### src/rtl/ahi_pkg.sv
package ahi_pkg;
  localparam int AOP_W = 5;

  typedef enum logic [AOP_W-1:0] {
    AOP_HOLD  = 5'd0,
    AOP_FETCH = 5'd1,
    AOP_ZPG   = 5'd2,
    AOP_STK   = 5'd3,
    AOP_ABS   = 5'd4,
    AOP_JUMP  = 5'd5,
    AOP_PUSH  = 5'd6,
    AOP_VEC   = 5'd7,
    AOP_INC   = 5'd8
  } aop_e;
endpackage

### src/rtl/ahi_pc_reg.sv
module ahi_pc_reg
  import ahi_pkg::*;
#(
  parameter int          W      = 8,
  parameter logic [W-1:0] PC_RST = '0
) (
  input  logic         clk,
  input  logic         rst,
  input  aop_e         op,
  input  logic         pc_carry,
  input  logic [W-1:0] db_i,
  output logic [W-1:0] pc_q,
  output logic [W-1:0] pc_next
);
  always_comb begin
    case (op)
      AOP_FETCH: pc_next = pc_q + W'(pc_carry);
      AOP_JUMP:  pc_next = db_i;
      default:   pc_next = pc_q;
    endcase
  end

  always_ff @(posedge clk) begin
    if (rst) pc_q <= PC_RST;
    else     pc_q <= pc_next;
  end
endmodule

### src/rtl/ahi_addr_mux.sv
module ahi_addr_mux
  import ahi_pkg::*;
#(
  parameter int           W      = 8,
  parameter logic [W-1:0] AB_RST = '1
) (
  input  logic         clk,
  input  logic         rst,
  input  aop_e         op,
  input  logic         adr_carry,
  input  logic [W-1:0] db_i,
  input  logic [W-1:0] pc_q,
  input  logic [W-1:0] pc_next,
  output logic [W-1:0] ab_next,
  output logic [W-1:0] ab_q,
  output logic [W-1:0] db_o,
  output logic         db_oe
);
  localparam logic [W-1:0] ZERO_PAGE  = '0;
  localparam logic [W-1:0] STACK_PAGE = W'(1);
  localparam logic [W-1:0] VEC_PAGE   = '1;

  always_comb begin
    case (op)
      AOP_FETCH: ab_next = pc_next;
      AOP_ZPG:   ab_next = ZERO_PAGE;
      AOP_STK:   ab_next = STACK_PAGE;
      AOP_ABS:   ab_next = db_i + W'(adr_carry);
      AOP_JUMP:  ab_next = pc_next;
      AOP_PUSH:  ab_next = STACK_PAGE;
      AOP_VEC:   ab_next = VEC_PAGE;
      AOP_INC:   ab_next = ab_q + W'(adr_carry);
      default:   ab_next = ab_q;
    endcase
  end

  always_ff @(posedge clk) begin
    if (rst) begin
      ab_q  <= AB_RST;
      db_o  <= '0;
      db_oe <= 1'b0;
    end else begin
      ab_q  <= ab_next;
      db_oe <= (op == AOP_PUSH);
      if (op == AOP_PUSH) db_o <= pc_q;
    end
  end
endmodule

### src/rtl/ahi_cs_decode.sv
module ahi_cs_decode #(
  parameter int           W         = 8,
  parameter logic [W-1:0] AB_RST    = '1,
  parameter logic [W-1:0] RAM_LAST  = 8'h7F,
  parameter logic [W-1:0] IO_FIRST  = 8'hD0,
  parameter logic [W-1:0] IO_LAST   = 8'hDF,
  parameter logic [W-1:0] ROM_FIRST = 8'hE0
) (
  input  logic         clk,
  input  logic         rst,
  input  logic [W-1:0] ab_next,
  output logic         cs_ram_n,
  output logic         cs_io_n,
  output logic         cs_rom_n
);
  // returns {ram, io, rom} active-high hits
  function automatic logic [2:0] hits(input logic [W-1:0] a);
    logic ram, io, rom;
    ram = (a <= RAM_LAST);
    io  = (a >= IO_FIRST) && (a <= IO_LAST);
    rom = (a >= ROM_FIRST);
    return {ram, io & ~ram, rom & ~ram & ~io};
  endfunction

  localparam logic [2:0] RST_HITS = hits(AB_RST);

  always_ff @(posedge clk) begin
    if (rst) {cs_ram_n, cs_io_n, cs_rom_n} <= ~RST_HITS;
    else     {cs_ram_n, cs_io_n, cs_rom_n} <= ~hits(ab_next);
  end
endmodule

### src/rtl/ahi_clk_div.sv
module ahi_clk_div #(
  parameter int DIV = 4
) (
  input  logic clk,
  input  logic rst,
  output logic clk_div
);
  localparam int HALF = (DIV < 2) ? 1 : DIV / 2;
  localparam int CW   = (HALF > 1) ? $clog2(HALF) : 1;

  generate
    if (HALF == 1) begin : g_toggle
      always_ff @(posedge clk) begin
        if (rst) clk_div <= 1'b0;
        else     clk_div <= ~clk_div;
      end
    end else begin : g_count
      localparam logic [CW-1:0] LAST = CW'(HALF - 1);
      logic [CW-1:0] cnt;
      always_ff @(posedge clk) begin
        if (rst) begin
          cnt     <= '0;
          clk_div <= 1'b0;
        end else if (cnt == LAST) begin
          cnt     <= '0;
          clk_div <= ~clk_div;
        end else begin
          cnt <= cnt + CW'(1);
        end
      end
    end
  endgenerate
endmodule

### src/rtl/addr_hi_slice.sv
module addr_hi_slice
  import ahi_pkg::*;
#(
  parameter int          DW        = 8,
  parameter int          CLK_DIV   = 4,
  parameter logic [7:0]  RESET_AB  = 8'hFF,
  parameter logic [7:0]  RESET_PC  = 8'h00,
  parameter logic [7:0]  RAM_LAST  = 8'h7F,
  parameter logic [7:0]  IO_FIRST  = 8'hD0,
  parameter logic [7:0]  IO_LAST   = 8'hDF,
  parameter logic [7:0]  ROM_FIRST = 8'hE0
) (
  input  logic          clk,
  input  logic          rst,
  input  logic [4:0]    op_i,
  input  logic          adr_carry_i,
  input  logic          pc_carry_i,
  input  logic [DW-1:0] db_i,
  output logic [DW-1:0] db_o,
  output logic          db_oe,
  output logic [DW-1:0] ab_hi_o,
  output logic          cs_ram_n,
  output logic          cs_io_n,
  output logic          cs_rom_n,
  output logic          clk_div_o
);
  aop_e          op;
  logic [DW-1:0] pc_q, pc_next, ab_next;

  assign op = aop_e'(op_i);

  ahi_pc_reg #(.W(DW), .PC_RST(DW'(RESET_PC))) u_pc (
    .clk(clk), .rst(rst), .op(op), .pc_carry(pc_carry_i), .db_i(db_i),
    .pc_q(pc_q), .pc_next(pc_next)
  );

  ahi_addr_mux #(.W(DW), .AB_RST(DW'(RESET_AB))) u_mux (
    .clk(clk), .rst(rst), .op(op), .adr_carry(adr_carry_i), .db_i(db_i),
    .pc_q(pc_q), .pc_next(pc_next), .ab_next(ab_next), .ab_q(ab_hi_o),
    .db_o(db_o), .db_oe(db_oe)
  );

  ahi_cs_decode #(
    .W(DW), .AB_RST(DW'(RESET_AB)), .RAM_LAST(DW'(RAM_LAST)),
    .IO_FIRST(DW'(IO_FIRST)), .IO_LAST(DW'(IO_LAST)), .ROM_FIRST(DW'(ROM_FIRST))
  ) u_cs (
    .clk(clk), .rst(rst), .ab_next(ab_next),
    .cs_ram_n(cs_ram_n), .cs_io_n(cs_io_n), .cs_rom_n(cs_rom_n)
  );

  ahi_clk_div #(.DIV(CLK_DIV)) u_div (
    .clk(clk), .rst(rst), .clk_div(clk_div_o)
  );
endmodule

### config.mk
export PLATFORM = sky130hd
export DESIGN_NAME = addr_hi_slice
export DESIGN_NICKNAME = d
export VERILOG_FILES = /design/src/rtl/ahi_pkg.sv /design/src/rtl/ahi_pc_reg.sv /design/src/rtl/ahi_addr_mux.sv /design/src/rtl/ahi_cs_decode.sv /design/src/rtl/ahi_clk_div.sv /design/src/rtl/addr_hi_slice.sv
export SDC_FILE = /design/constraint.sdc
export NUM_CORES = 1
export LEC_CHECK = 0
export ABC_CLOCK_PERIOD_IN_PS = 5200
export BUFFER_PORTS_ARGS = -buffer_cell sky130_fd_sc_hd__buf_2
export CELL_PAD_IN_SITES_DETAIL_PLACEMENT = 1
export CELL_PAD_IN_SITES_GLOBAL_PLACEMENT = 1
export CORE_ASPECT_RATIO = 1.1
export CORE_MARGIN = 2
export CORE_UTILIZATION = 43
export DETAILED_ROUTE_END_ITERATION = 12
export HOLD_SLACK_MARGIN = 0.15
export PLACE_DENSITY_LB_ADDON = 0.1
export SYNTH_ARGS = -nofsm -noshare
export SYNTH_HDL_FRONTEND = slang
export SYNTH_SLANG_ARGS = --single-unit
### constraint.sdc
create_clock -name clk -period 5.2 [get_ports clk]
set_input_delay 0.26 -clock clk [delete_from_list [all_inputs] [get_ports clk]]
set_output_delay 0.26 -clock clk [all_outputs]
set_load 0.02 [all_outputs]
==> results by group <==
STA
  – Slew Viols, Final: 0
  – Peak Freq: 330 MHz
  – RSZ-0062 raised after global routing: no
  – Final hold violations: 0
  – Relative slew slack: 0.506
  – Final number of setup-violating endpoints: 0
  – Worst Skew: 8.88 ps
  – Fin Setup TNS: 0 ps
  – Fin crit period: 3030 ps
  – Final worst path period share: 0.583
  – Slew @ Worst Pin: 739 ps

CTS
  – Cts repair resizes: 0
  – Clock Latency Late Sink: 280 ps
  – Hold_buf cts: 0
  – Clock Tree Root: clkbuf_8
  – Clock tree from TritonCTS: yes
  – Worst-case clock buffer depth: 2
  – # Post-CTS Setup Buffers: 0
  – CTS buffer count: 5
  – CTS sink cnt: 30
  – Clk slew on worst S/H paths: 70 ps
  – H-tree depth: 2

Detailed routing
  – DR vias/cell: 5.71
  – WL/cell: 16.6 um
  – Initial drt markers: 104
  – Routed Antenna Nets: 0
  – DRC: 0
  – Routed via count: 1723
  – First-pass DRT Iterations: 4
  – Final WL: 5.03 mm

GRT
  – First-pass GRT wire length: 8.35 mm
  – Global Route met2 Usage: 0.407
  – Gr usage total: 0.231
  – Vias in the first global route: 1704
  – Initial antenna violation count: 0
  – M1 GR Usage: 0.294
  – Overflow left after global routing: 0
  – Largest net degree at the start of global routing: 31
  – GRT Max-Usage Layer: met2
  – M3 GR Usage: 0.0361

Synth
  – Dominant cells by area after synthesis: dfxtp_1 33%, mux2i_1 5.6%, xnor2_1 5.4%, nand2_1 4.6%, nor2_1 4.6%
  – Synth cell count leaders: 30 x dfxtp_1, 22 x nand2_1, 22 x nor2_1
  – EDFF count, synth: 0
  – Main synth FF type: dfxtp_1
  – Syn Std Cell Area: 1800 um2
  – Syn_area_per_cell: 8.25 um2
  – Ys async rst share: 0
  – Share of the synthesized area in the top cell type: 0.334
  – Number of library cell types mapped by synthesis: 46
  – #FFs+latches synth: 30
  – Part of the Yosys area used for sequential elements: 0.334
  – Syn nets: 239
  – Post-synth top area cell: dfxtp_1
  – Synthesized netlist cell count: 218
  – Yosys warning count: 0
  – Most frequent cell after synthesis: dfxtp_1

Worst setup path
  – Critical Path RT: 5350 ps
  – Worst setup path class: input pin to register
  – R2R depth: 9
  – Crit path to: u_cs.cs_io_n
  – CP startpoint: op_i[2]
  – Worst Setup End Kind: register
  – Crit-path cells: buf_2 -> nor3_2 -> nand2_1 -> mux2_2 -> ha_1 -> ha_1 -> nand2_1 -> nor2_1 -> xnor2_1 -> o22a_1 -> and4_1 -> or4_1
  – Critical-path top delay cell: or4_1
  – R2r setup slk: 2840 ps
  – Data arrival time of the worst path: 3180 ps
  – Worst R2R End: u_cs.cs_io_n
  – Worst setup SP type: input pin
  – Crit path largest cell delay: 500 ps
  – Worst r2r src: u_mux.ab_q[0]
  – Worst Path Max Fanout: 30

Hold path
  – Min-Delay Path Depth: 4
  – Hold WC Path Type: input pin to register
  – Min-delay src: adr_carry_i

Placement
  – HPWL Detailed: 3.69 mm
  – I/O Buffers: 37
  – RePlAce Congestion: 0.839
  – Dpl cell area: 2000 um2

Cells and area
  – Nets: 270
  – Ant diodes: 0
  – Layout cell share with drive strength beyond 1: 0.224
  – Reg area: 601 um2
  – Final Cell Area: 2090 um2
  – Multi-input logic area: 1130 um2
  – Area grow syn2layout: 16.3%
  – Filler instances: 505

Power and ir drop
  – Max VDD drop: 0.157 mV
  – Pwr Total: 545 uW
  – Pwr Density: 260 nW/um2
  – Pleak: 0.000850 uW

Floorplanning
  – Core area: 3990 um2
  – Die H: 71.8 um
  – Die ar.: 4720 um2
  – Boundary Pins: 38
  – Initial core utilization: 0.451
  – Row count: 24
  – Chip width: 65.7 um

Run
  – Max Cap Viol: 0

Status
  – Outcome: finished, final reports clean
## worst max-delay path: cells and delay by family
family,cells,cell delay (ps)
AOI/OAI and AO/OA,1,190
muxes,1,350
adders and majority gates,2,520
buffers and inverters,1,280
and+or+nand+nor,6,1460
xor gates and xnor gates,1,120
## through the flow
stage	setup slack (ps)	cells	hold WS, ps	utilization
6_report	2170	302	360	0.524
5_1_grt	1950	302	393	0.524
4_1_cts	2190	302	365	0.524
3_5_place_dp	1880	294	431	0.500
3_3_place_gp	2000	294	426	0.500
2_1_floorplan	2300	218	413	-
## flip-flops by register name, indices dropped and copies added, names as in the netlist
register and flops:
u_cs.cs_io_n 1, u_div.g_count.cnt 1, u_cs.cs_ram_n 1, u_pc.pc_q 8
u_cs.cs_rom_n 1, u_mux.ab_q 8, u_mux.db_o 8, u_mux.db_oe 1
u_div.clk_div 1
## final cells by class
type                    instances  area share
well taps                      52      0.0311
clock buffers                   6      0.0395
multi-input cells             171       0.539
flip-flops and latches         30       0.287
clock inverters                 2     0.00598
repair buffers                 38      0.0921
inverters                       3     0.00538
## kinds of logic (layout without fill, tap and decap cells)
kind of cell | after synthesis | count (layout) | share of synthesized area
fa+ha+maj | 4 | 4 | 0.0278
flops | 30 | 30 | 0.334
xor+xnor | 17 | 17 | 0.0828
buf+inv | 17 | 49 | 0.0431
compound gates | 48 | 48 | 0.184
mux | 14 | 14 | 0.0807
simple gates | 88 | 88 | 0.248
## how the worst min path moves through the flow
stage                                   end  slack [ps]
after floorplan           u_div.g_count.cnt         410
after global placement    u_div.g_count.cnt         430
after detailed placement  u_div.g_count.cnt         430
after CTS                     u_mux.ab_q[0]         370
after global routing          u_mux.ab_q[0]         390
final                         u_mux.ab_q[0]         360
## cell usage in the layout (no fill, tap or decap), types with 2 or more instances in the layout
cell type,Yosys,final
xnor2_1,11,11
a221oi_1,3,3
dfxtp_1,30,30
a31oi_1,2,2
nand3b_1,2,2
nor4_2,2,2
mux2i_1,10,10
nand3_1,14,14
nor2_1,22,22
nor3_1,3,3
buf_2,2,37
o31ai_1,2,2
inv_1,3,3
and3_1,3,3
a22oi_1,4,4
nand2_1,22,22
clkbuf_8,0,6
a211oi_1,3,3
o211ai_1,2,2
nand2b_1,4,4
o22ai_1,2,2
nor2b_1,3,3
mux2_2,4,4
nand4_1,3,3
o32a_1,2,2
xor2_1,6,6
a21oi_1,9,9
or3_1,4,4
o21ai_0,10,10
ha_1,4,4
## power by group
group,internal (uW),switching [uW]
Clock,106,91.4
Combinational,38.2,58.9
Sequential,240,10.2
## layer usage
metal / vias to the layer above / routed length (um)
met5: - / 0
met4: 0 / 26
met3: 2 / 135
met2: 28 / 2550
met1: 837 / 2320
li1: 856 / -
No activity file was read; power rests on OpenSTA's default activity.
